--- src/rtl/canDlPkg.sv ---
package canDlPkg;
  localparam int BYTE_W  = 8;
  localparam int ADDR_W  = 2 * BYTE_W;
  localparam int ID_W    = 11;
  localparam int LEN_W   = 4;
  localparam int NBYTES  = 8;
  localparam int DATA_W  = NBYTES * BYTE_W;

  localparam logic [ID_W-1:0] ID_SETPTR = 11'h020;
  localparam logic [ID_W-1:0] ID_STORE  = 11'h040;
  localparam logic [ID_W-1:0] ID_CHECK  = 11'h080;
  localparam logic [ID_W-1:0] ID_EXEC   = 11'h010;
  localparam logic [ID_W-1:0] ID_STATUS = 11'h600;

  localparam logic [BYTE_W-1:0] SUM_OK  = 8'h80;
  localparam logic [BYTE_W-1:0] SUM_BAD = 8'h01;

  typedef enum logic [2:0] {
    CMD_NONE, CMD_SETPTR, CMD_STORE, CMD_CHECK, CMD_EXEC
  } cmdT;

  typedef struct packed {
    logic loadPtr;
    logic startStore;
    logic writeByte;
    logic sendStatus;
    logic fireExec;
  } dlStrobeT;
endpackage

--- src/rtl/canDlCtrl.sv ---
module canDlCtrl
  import canDlPkg::*;
(
  input  logic             clk,
  input  logic             rstN,
  input  logic             rxValid,
  input  logic [ID_W-1:0]  rxId,
  input  logic [LEN_W-1:0] rxLen,
  input  logic             armed,
  input  logic             lastByte,
  output logic             rxReady,
  output logic             memWe,
  output dlStrobeT         stb
);
  typedef enum logic {S_IDLE, S_WRITE} stateT;
  stateT state, stateNext;

  cmdT  cmd;
  logic lenOk;
  logic accept;
  logic take;

  always_comb begin
    cmd   = CMD_NONE;
    lenOk = 1'b0;
    unique case (rxId)
      ID_SETPTR: begin cmd = CMD_SETPTR; lenOk = rxLen >= 4'd2; end
      ID_STORE:  begin cmd = CMD_STORE;  lenOk = rxLen >= 4'd1; end
      ID_CHECK:  begin cmd = CMD_CHECK;  lenOk = rxLen >= 4'd1; end
      ID_EXEC:   begin cmd = CMD_EXEC;   lenOk = rxLen >= 4'd2; end
      default:   begin cmd = CMD_NONE;   lenOk = 1'b0; end
    endcase
  end

  assign rxReady = (state == S_IDLE);
  assign accept  = rxValid && rxReady;
  assign take    = accept && lenOk && (cmd != CMD_NONE) && (armed || cmd == CMD_SETPTR);
  assign memWe   = (state == S_WRITE);

  always_comb begin
    stb            = '0;
    stb.loadPtr    = take && (cmd == CMD_SETPTR);
    stb.startStore = take && (cmd == CMD_STORE);
    stb.sendStatus = take && (cmd == CMD_CHECK);
    stb.fireExec   = take && (cmd == CMD_EXEC);
    stb.writeByte  = (state == S_WRITE);
  end

  always_comb begin
    stateNext = state;
    case (state)
      S_IDLE:  if (stb.startStore) stateNext = S_WRITE;
      S_WRITE: if (lastByte)       stateNext = S_IDLE;
      default: stateNext = S_IDLE;
    endcase
  end

  always_ff @(posedge clk) begin
    if (!rstN) state <= S_IDLE;
    else       state <= stateNext;
  end


  no_unarmed_write_chk: assert property (@(posedge clk) disable iff (!rstN)
    !armed |-> !memWe);


  drop_unknown_chk: assert property (@(posedge clk) disable iff (!rstN)
    (accept && cmd == CMD_NONE) |=> rxReady);
endmodule

--- src/rtl/canDlDatapath.sv ---
module canDlDatapath
  import canDlPkg::*;
(
  input  logic              clk,
  input  logic              rstN,
  input  dlStrobeT          stb,
  input  logic [LEN_W-1:0]  rxLen,
  input  logic [DATA_W-1:0] rxData,
  output logic              armed,
  output logic              lastByte,
  output logic [ADDR_W-1:0] memAddr,
  output logic [BYTE_W-1:0] memData,
  output logic              txReq,
  output logic [BYTE_W-1:0] txCode,
  output logic [BYTE_W-1:0] txSum,
  output logic              execStb,
  output logic [ADDR_W-1:0] execAddr
);
  localparam int CNT_W = $clog2(NBYTES + 1);

  logic [BYTE_W-1:0] rxByte  [NBYTES];
  logic [BYTE_W-1:0] pending [NBYTES];
  logic [ADDR_W-1:0] ptr;
  logic [BYTE_W-1:0] csum;
  logic [CNT_W-1:0]  remain;
  logic [CNT_W-1:0]  lenClamp;

  for (genvar i = 0; i < NBYTES; i++) begin : g_unpack
    assign rxByte[i] = rxData[i*BYTE_W +: BYTE_W];
  end

  assign lenClamp = (rxLen > LEN_W'(NBYTES)) ? CNT_W'(NBYTES) : CNT_W'(rxLen);

  for (genvar i = 0; i < NBYTES; i++) begin : g_shift
    always_ff @(posedge clk) begin
      if (!rstN)               pending[i] <= '0;
      else if (stb.startStore) pending[i] <= rxByte[i];
      else if (stb.writeByte)  pending[i] <= (i == NBYTES - 1) ? '0 : pending[(i + 1) % NBYTES];
    end
  end

  always_ff @(posedge clk) begin
    if (!rstN) begin
      ptr <= '0; csum <= '0; remain <= '0; armed <= 1'b0;
      txReq <= 1'b0; txCode <= '0; txSum <= '0;
      execStb <= 1'b0; execAddr <= '0;
    end else begin
      txReq   <= stb.sendStatus;
      execStb <= stb.fireExec;
      if (stb.loadPtr) begin
        ptr   <= {rxByte[0], rxByte[1]};
        csum  <= '0;
        armed <= 1'b1;
      end
      if (stb.startStore) remain <= lenClamp;
      if (stb.writeByte) begin
        ptr    <= ptr + 1'b1;
        csum   <= csum + pending[0];
        remain <= remain - 1'b1;
      end
      if (stb.sendStatus) begin
        txCode <= (csum == rxByte[0]) ? SUM_OK : SUM_BAD;
        txSum  <= csum;
      end
      if (stb.fireExec) execAddr <= {rxByte[0], rxByte[1]};
    end
  end

  assign lastByte = (remain == CNT_W'(1));
  assign memAddr  = ptr;
  assign memData  = pending[0];


  ptr_load_chk: assert property (@(posedge clk) disable iff (!rstN)
    stb.loadPtr |=> ptr == {$past(rxByte[0]), $past(rxByte[1])});


  addr_step_chk: assert property (@(posedge clk) disable iff (!rstN)
    stb.writeByte |=> ptr == ADDR_W'($past(ptr) + 1'b1));


  sum_accum_chk: assert property (@(posedge clk) disable iff (!rstN)
    stb.writeByte |=> csum == BYTE_W'($past(csum) + $past(pending[0])));


  status_code_chk: assert property (@(posedge clk) disable iff (!rstN)
    txReq |-> (txCode == SUM_OK || txCode == SUM_BAD));


  exec_addr_chk: assert property (@(posedge clk) disable iff (!rstN)
    stb.fireExec |=> execStb && execAddr == {$past(rxByte[0]), $past(rxByte[1])});
endmodule

--- src/rtl/canDlHandler.sv ---
module canDlHandler
  import canDlPkg::*;
(
  input  logic              clk,
  input  logic              rstN,
  input  logic              rxValid,
  output logic              rxReady,
  input  logic [ID_W-1:0]   rxId,
  input  logic [LEN_W-1:0]  rxLen,
  input  logic [DATA_W-1:0] rxData,
  output logic [ADDR_W-1:0] memAddr,
  output logic [BYTE_W-1:0] memData,
  output logic              memWe,
  output logic              txReq,
  output logic [ID_W-1:0]   txId,
  output logic [LEN_W-1:0]  txLen,
  output logic [2*BYTE_W-1:0] txData,
  output logic              execStb,
  output logic [ADDR_W-1:0] execAddr
);
  dlStrobeT stb;
  logic armed, lastByte;
  logic [BYTE_W-1:0] txCode, txSum;

  canDlCtrl u_ctrl (
    .clk(clk), .rstN(rstN), .rxValid(rxValid), .rxId(rxId), .rxLen(rxLen),
    .armed(armed), .lastByte(lastByte), .rxReady(rxReady), .memWe(memWe), .stb(stb)
  );

  canDlDatapath u_dp (
    .clk(clk), .rstN(rstN), .stb(stb), .rxLen(rxLen), .rxData(rxData),
    .armed(armed), .lastByte(lastByte), .memAddr(memAddr), .memData(memData),
    .txReq(txReq), .txCode(txCode), .txSum(txSum),
    .execStb(execStb), .execAddr(execAddr)
  );

  assign txId   = ID_STATUS;
  assign txLen  = LEN_W'(2);
  assign txData = {txSum, txCode};
endmodule

--- config.mk ---
export PLATFORM = sky130hd
export DESIGN_NAME = canDlHandler
export DESIGN_NICKNAME = d
export VERILOG_FILES = /design/src/rtl/canDlPkg.sv /design/src/rtl/canDlCtrl.sv /design/src/rtl/canDlDatapath.sv /design/src/rtl/canDlHandler.sv
export SDC_FILE = /design/constraint.sdc
export NUM_CORES = 1
export LEC_CHECK = 0
export ABC_AREA = 1
export CORE_MARGIN = 5
export CORE_UTILIZATION = 30
export CTS_CLUSTER_DIAMETER = 150
export CTS_CLUSTER_SIZE = 25
export DETAILED_ROUTE_END_ITERATION = 10
export HOLD_SLACK_MARGIN = 0.05
export PLACE_DENSITY = 0.53
export REMOVE_ABC_BUFFERS = 1
export SYNTH_ARGS = -nofsm -noshare
export SYNTH_HDL_FRONTEND = slang
export SYNTH_SLANG_ARGS = --single-unit
--- constraint.sdc ---
create_clock -name clk -period 4.1 [get_ports clk]
set_input_delay 1.23 -clock clk [delete_from_list [all_inputs] [get_ports clk]]
set_output_delay 1.23 -clock clk [all_outputs]
set_load 0.005 [all_outputs]
==> flow_summary.yaml, run 1 <==
outcome:
  status: "finished, final reports clean"
worst_setup_path:
  start_kind: "input pin"
  cp_max_fo: 39
  endpoint_kind: "flop"
  timing.rr.end: "u_dp.pending[0][23]"
  arrival_ns: 3.17
  path_class: "in2reg"
  crit_start: "rxId[5]"
  cp_data_required_time_ns: 4.20
  reg2reg_depth: 8
  timing.rr.start: "u_ctrl.memWe"
  reg2reg_slack_ns: 1.89
finish:
  fin_area_um2: 8430
  register_area_um2: 3080
  fill_cells: 2145
  num_antenna_cells: 0
  drive_above_1_share_pct: 8.28
  final_common_cell: "nand2_1"
  layout_common_cells: "nand2_1, clkdlybuf4s50_1, a21oi_1"
  final_cells: 1181
  finalNetCount: 986
  multiInputGateArea_um2: 2720
  area_delta_synth_final_pct: 33.7
global_routing:
  grt_pass1_vias: 5242
  track_usage_pct: 15.3
  grtUsageMet1_pct: 20.3
  gr-total-overflow: 0
  grt_pass1_wl_um: 28900
  grt_use_met3_pct: 4.98
  met2_usage_pct: 24.0
  antenna_found_initial: 3
  grt_max_degree: 65
  grt_most_used_layer: "met2"
placement:
  post-dp-hpwl_um: 12800
  gp_congestion: 0.858
  place_area_um2: 7800
  dp_cells: 1149
  portBuffers: 135
sta:
  relSlewSlack_pct: 50.1
  tns_ns: 0
  min_period_ns: 3.07
  worst_pin_slew_ns: 0.748
  slew_violations: 0
  post-route-period-util_pct: 74.8
  holdWs_ns: 0.462
  finalSetupViolCount: 0
  grt_setup_unrepaired: "no"
  max_freq_ghz: 0.326
  clock_skew_ns: 0.00887
  final_hold_viol_count: 0
drt:
  drc: 0
  ant_nets: 0
  detail_route.wl_per_cell_um: 15.7
  vias: 5524
  drt_first_pass_iters: 5
  drtIter0Drc: 312
  totalWireLength_um: 18500
  vias_per_cell: 4.68
floorplanning:
  rows: 53
  die_y_um: 155
  core_area_um2: 20800
  die-area_um2: 24000
  die_x_um: 155
  io-pin-count: 157
  start_util_pct: 30.3
logic_synthesis:
  synth_mux_area_share_pct: 0
  yosysWarnings: 0
  synth_area_um2: 6300
  yosys.area_share.simple_pct: 29.1
  synth_cell_types: 37
  syn_area_per_cell_um2: 8.15
  synthAdderAreaFrac_pct: 2.30
  ys_seq_area_share_pct: 48.9
  synthCells: 773
  synth_xor_xnor_area_share_pct: 1.81
  synth_compound_area_share_pct: 8.50
  ys_seq_elements: 122
  synth_top_family_by_area: "simple AND/OR/NAND/NOR gates"
  synth_edf_count: 64
  synthArstFlopShare_pct: 0
  ys.flop_type: "edfxtp_1"
clock_tree:
  ctsResizeCount: 0
  cts.sinks: 122
  cts_tree: "yes"
  cts.clk_slew.worst_paths_ns: 0.06
  root_buffer: "clkbuf_16"
  h-tree-depth: 4
  cts_buffers: 17
  clk_path_buf_depth: 2
  postCtsSetupBuffers: 0
  postCtsHoldBufs: 0
  worstSkewPairLatency_ns: 0.42
flow_run:
  drv_cap: 0
power:
  net-switching-power_mw: 0.679
  cell_internal_pwr_mw: 2.35
  swShare_pct: 22.4
  power_density_nw_per_um2: 359
  pwr-share-comb_pct: 5.6
  pwr-share-seq_pct: 43.3
  p_clk_share_pct: 51.0
  leakage_nw: 3.36
  ir_drop_v: 0.000264
min_path:
  holdPathEnd: "u_dp.execAddr[12]"
  hold_class: "reg2reg"
  worst_hold_path.num_cells: 2
  min-delay-start: "u_dp.execAddr[12]"
-- power by group through the flow --
stage                     Sequential (mW)  Combinational (mW)  Clock, mW
after floorplan                      1.34              0.0443          0
after global placement               1.34               0.171          0
after detailed placement             1.34               0.171          0
after CTS                            1.31               0.172       1.57
after global routing                 1.31               0.184       1.62
final                                1.31               0.170       1.54
-- stage by stage --
step                      utilization [%]  power (mW)  setup WS [ns]
final                                40.5        3.03           1.03
after global routing                 40.5        3.12          0.773
after CTS                            40.5        3.06           1.02
after detailed placement             37.5        1.51          0.588
after global placement               37.5        1.51          0.588
after floorplan                         -        1.38         -0.986
-- worst max-delay path, cell delays in order --
cell and delay, ns:
clkdlybuf4s50_1 0.44, nor2_1 0.15, nand3_1 0.15, nand2_1 0.11
nand2_2 0.09, inv_2 0.09, nand2_2 0.07, nand2_2 0.08
nand4_1 0.13, nand2_2 0.18, inv_2 0.09, nand2_2 0.09
buf_12 0.24
-- worst max path at each step --
stage / end / slack [ns] / depth (start not counted)
after global routing: u_dp.pending[0][15] / 0.77 / 13
after floorplan: u_dp.pending[0][0] / -0.99 / 7
after detailed placement: u_dp.pending[0][7] / 0.59 / 13
final: u_dp.pending[0][23] / 1.03 / 13
after global placement: u_dp.pending[0][7] / 0.59 / 13
after CTS: u_dp.pending[0][15] / 1.02 / 13
-- cells in the mapped netlist, types with 6 or more instances --
| cell | n | share of area [%] |
|---|---|---|
| nand2_1 | 247 | 15 |
| a21oi_1 | 77 | 6.1 |
| edfxtp_1 | 64 | 30 |
| nand4_1 | 64 | 6.4 |
| dfxtp_1 | 58 | 18 |
| inv_1 | 42 | 2.5 |
| nor2_1 | 38 | 2.3 |
| buf_4 | 31 | 3.7 |
| nand3_1 | 27 | 2.1 |
| clkbuf_1 | 24 | 1.4 |
| o21ai_0 | 20 | 1.6 |
| nor3_1 | 12 | 0.95 |
| ha_1 | 10 | 2.0 |
| inv_2 | 7 | 0.42 |
| nand2_2 | 7 | 0.69 |
| xor2_1 | 7 | 0.97 |
| xnor2_1 | 6 | 0.83 |
-- registers in the layout (all words and copies together), names as in the netlist --
register,flops
u_ctrl.memWe,1
u_dp.txCode,2
u_dp.pending,64
u_dp.memAddr,16
u_dp.execAddr,16
u_dp.csum,8
u_dp.execStb,1
u_dp.txReq,1
u_dp.remain,4
u_dp.txSum,8
u_dp.armed,1
-- metal layers --
metal | wire length (µm) | vias to the layer above
li1 | - | 2808
met1 | 8320 | 2538
met2 | 8480 | 151
met3 | 1430 | 21
met4 | 207 | 6
met5 | 52 | -
-- layout make-up --
type	instances	area share, %
multi-input combinational	554	32.3
clock buffer	22	6.53
sequential	122	36.6
inverter	50	2.24
timing repair buffer	148	17.4
clock inverter	10	0.861
tap	275	4.08
-- logic make-up after synthesis --
kind of cell    count (synthesis)
xor+xnor                       13
buf+inv                       116
other cells                     2
compound gates                102
simple gates                  407
fa+ha+maj                      11
flops                         122
Power figures use the tool's default switching activity.
==> inputs of run 2 (changes only) <==
clock period = 2.95 ns   (was 4.1 ns; I/O delays follow)
==> run 2 against run 1 <==
Net effect:
- highest routed layer unchanged
- clock skew down 0.0013 ns
- core utilization up 0.67 points
- clock power up 34%
- sequential cell count unchanged
- worst setup slack worse by 0.60 ns
- via count about the same
- largest power group unchanged
- global-route usage about the same
- sequential share of layout area down 0.60 points
- cell count up 1.6%
- worst hold slack worse by 0.00072 ns
==> flow_summary.yaml, run 2 (synthesis gave the netlist of run 1 again) <==
finish:
  drive_above_1_share_pct: 9.95
  fill_cells: 2140
  final_common_cell: "nand2_1"
  regMostFlops: "u_dp.pending"
  fin_area_um2: 8570
  num_antenna_cells: 0
  finalNetCount: 1005
  final_cells: 1200
  area_delta_synth_final_pct: 35.9
  largest_reg_flops: 64
  layout_common_cells: "nand2_1, clkdlybuf4s50_1, a21oi_1"
sta:
  post-route-period-util_pct: 85.3
  slew_violations: 0
  tns_ns: 0
  clock_skew_ns: 0.00759
  relSlewSlack_pct: 64.6
  grt_setup_unrepaired: "no"
  finalSetupViolCount: 0
  min_period_ns: 2.52
  post-route-worst-setup-slack_ns: 0.434
  final_hold_viol_count: 0
  max_freq_ghz: 0.397
  holdWs_ns: 0.462
  worst_pin_slew_ns: 0.531
global_routing:
  grt_pass1_wl_um: 28700
  grt_max_degree: 49
  antenna_found_initial: 1
  grt_pass1_vias: 5266
  gr-total-overflow: 0
  track_usage_pct: 15.2
drt:
  vias: 5520
  totalWireLength_um: 18600
  vias_per_cell: 4.60
  drc: 0
  detail_route.wl_per_cell_um: 15.5
  drt_first_pass_iters: 4
  ant_nets: 0
  drtIter0Drc: 249
power:
  cell_internal_pwr_mw: 3.25
  p_clk_share_pct: 50.0
  net-switching-power_mw: 0.888
  leakage_nw: 3.43
  power_density_nw_per_um2: 483
  pwr-share-comb_pct: 6.0
  swShare_pct: 21.5
  ir_drop_v: 0.000419
  pwr-share-seq_pct: 44.0
worst_setup_path:
  timing.rr.start: "u_dp.memAddr[0]"
  start_kind: "input pin"
  path_class: "in2reg"
  cp_max_fo: 8
  crit_start: "rxId[5]"
  cp_data_required_time_ns: 3.20
  arrival_ns: 2.77
  endpoint_kind: "flop"
clock_tree:
  root_buffer: "clkbuf_16"
  cts_tree: "yes"
  clk_path_buf_depth: 2
  cts_buffers: 17
  postCtsSetupBuffers: 0
  worstSkewPairLatency_ns: 0.41
  cts.clk_slew.worst_paths_ns: 0.05
  h-tree-depth: 4
  postCtsHoldBufs: 0
  ctsResizeCount: 0
  cts.sinks: 122
floorplanning:
  rows: 53
  die_x_um: 155
  die_y_um: 155
  die-area_um2: 24000
  start_util_pct: 30.3
  core_area_um2: 20800
  io-pin-count: 157
placement:
  preCtsSetupSlack_ns: -0.00749
  dp_cells: 1168
  portBuffers: 135
  place_area_um2: 7990
  gp_congestion: 0.826
  post-dp-hpwl_um: 13200
outcome:
  status: "finished, final reports clean"
flow_run:
  drv_cap: 0
min_path:
  min-delay-start: "u_dp.txSum[3]"
  hold_class: "reg2reg"
-- run 2: power groups by stage --
stage / clock network, mW / registers (mW) / logic [mW]
6_report: 2.07 / 1.82 / 0.248
3_5_place_dp: 0 / 1.86 / 0.248
2_1_floorplan: 0 / 1.86 / 0.0616
4_1_cts: 2.13 / 1.82 / 0.249
3_3_place_gp: 0 / 1.86 / 0.249
5_1_grt: 2.20 / 1.82 / 0.267
-- run 2: worst paths after layout --
check / end / cells after the start / slack [ns]
worst max-delay path: u_dp.pending[1][25] / 11 / 0.43
worst min register to register: u_dp.txSum[3] / 2 / 0.46
worst max register to register: u_dp.memAddr[10] / 9 / 0.89
worst min-delay path: u_dp.txSum[3] / 2 / 0.46
-- run 2: layer usage --
metal | track usage [%] | part of all wire (%)
met1 | 20.0 | 46
met2 | 24.3 | 46
met3 | 4.53 | 6.6
met4 | 4.54 | 1.5
met5 | 0 | 0.070
-- run 2: final cells by class --
class / instances / area [µm²] / share of cell area, %
clock buffer: 17 / 425 / 4.96
inverter: 50 / 189 / 2.21
tap: 275 / 344 / 4.02
clock inverter: 15 / 158 / 1.84
timing repair buffer: 167 / 1650 / 19.2
multi-input combinational: 554 / 2720 / 31.7
sequential: 122 / 3080 / 36.0
-- run 2: worst max-delay path: stages --
cell	delay, ns
clkdlybuf4s50_1	0.44
nor2_1	0.15
nand3_1	0.11
nand2_1	0.09
nand2_2	0.06
buf_4	0.14
o21bai_4	0.15
nand3_4	0.14
nand2_1	0.14
nand4_2	0.26
nor2_1	0.19
-- run 2: stage by stage --
| stage | utilization (%) | power [mW] |
|---|---|---|
| global placement | 38.3 | 2.11 |
| finish | 41.1 | 4.14 |
| global route | 41.1 | 4.29 |
| floorplan | - | 1.92 |
| detailed placement | 38.3 | 2.11 |
| CTS | 41.1 | 4.20 |
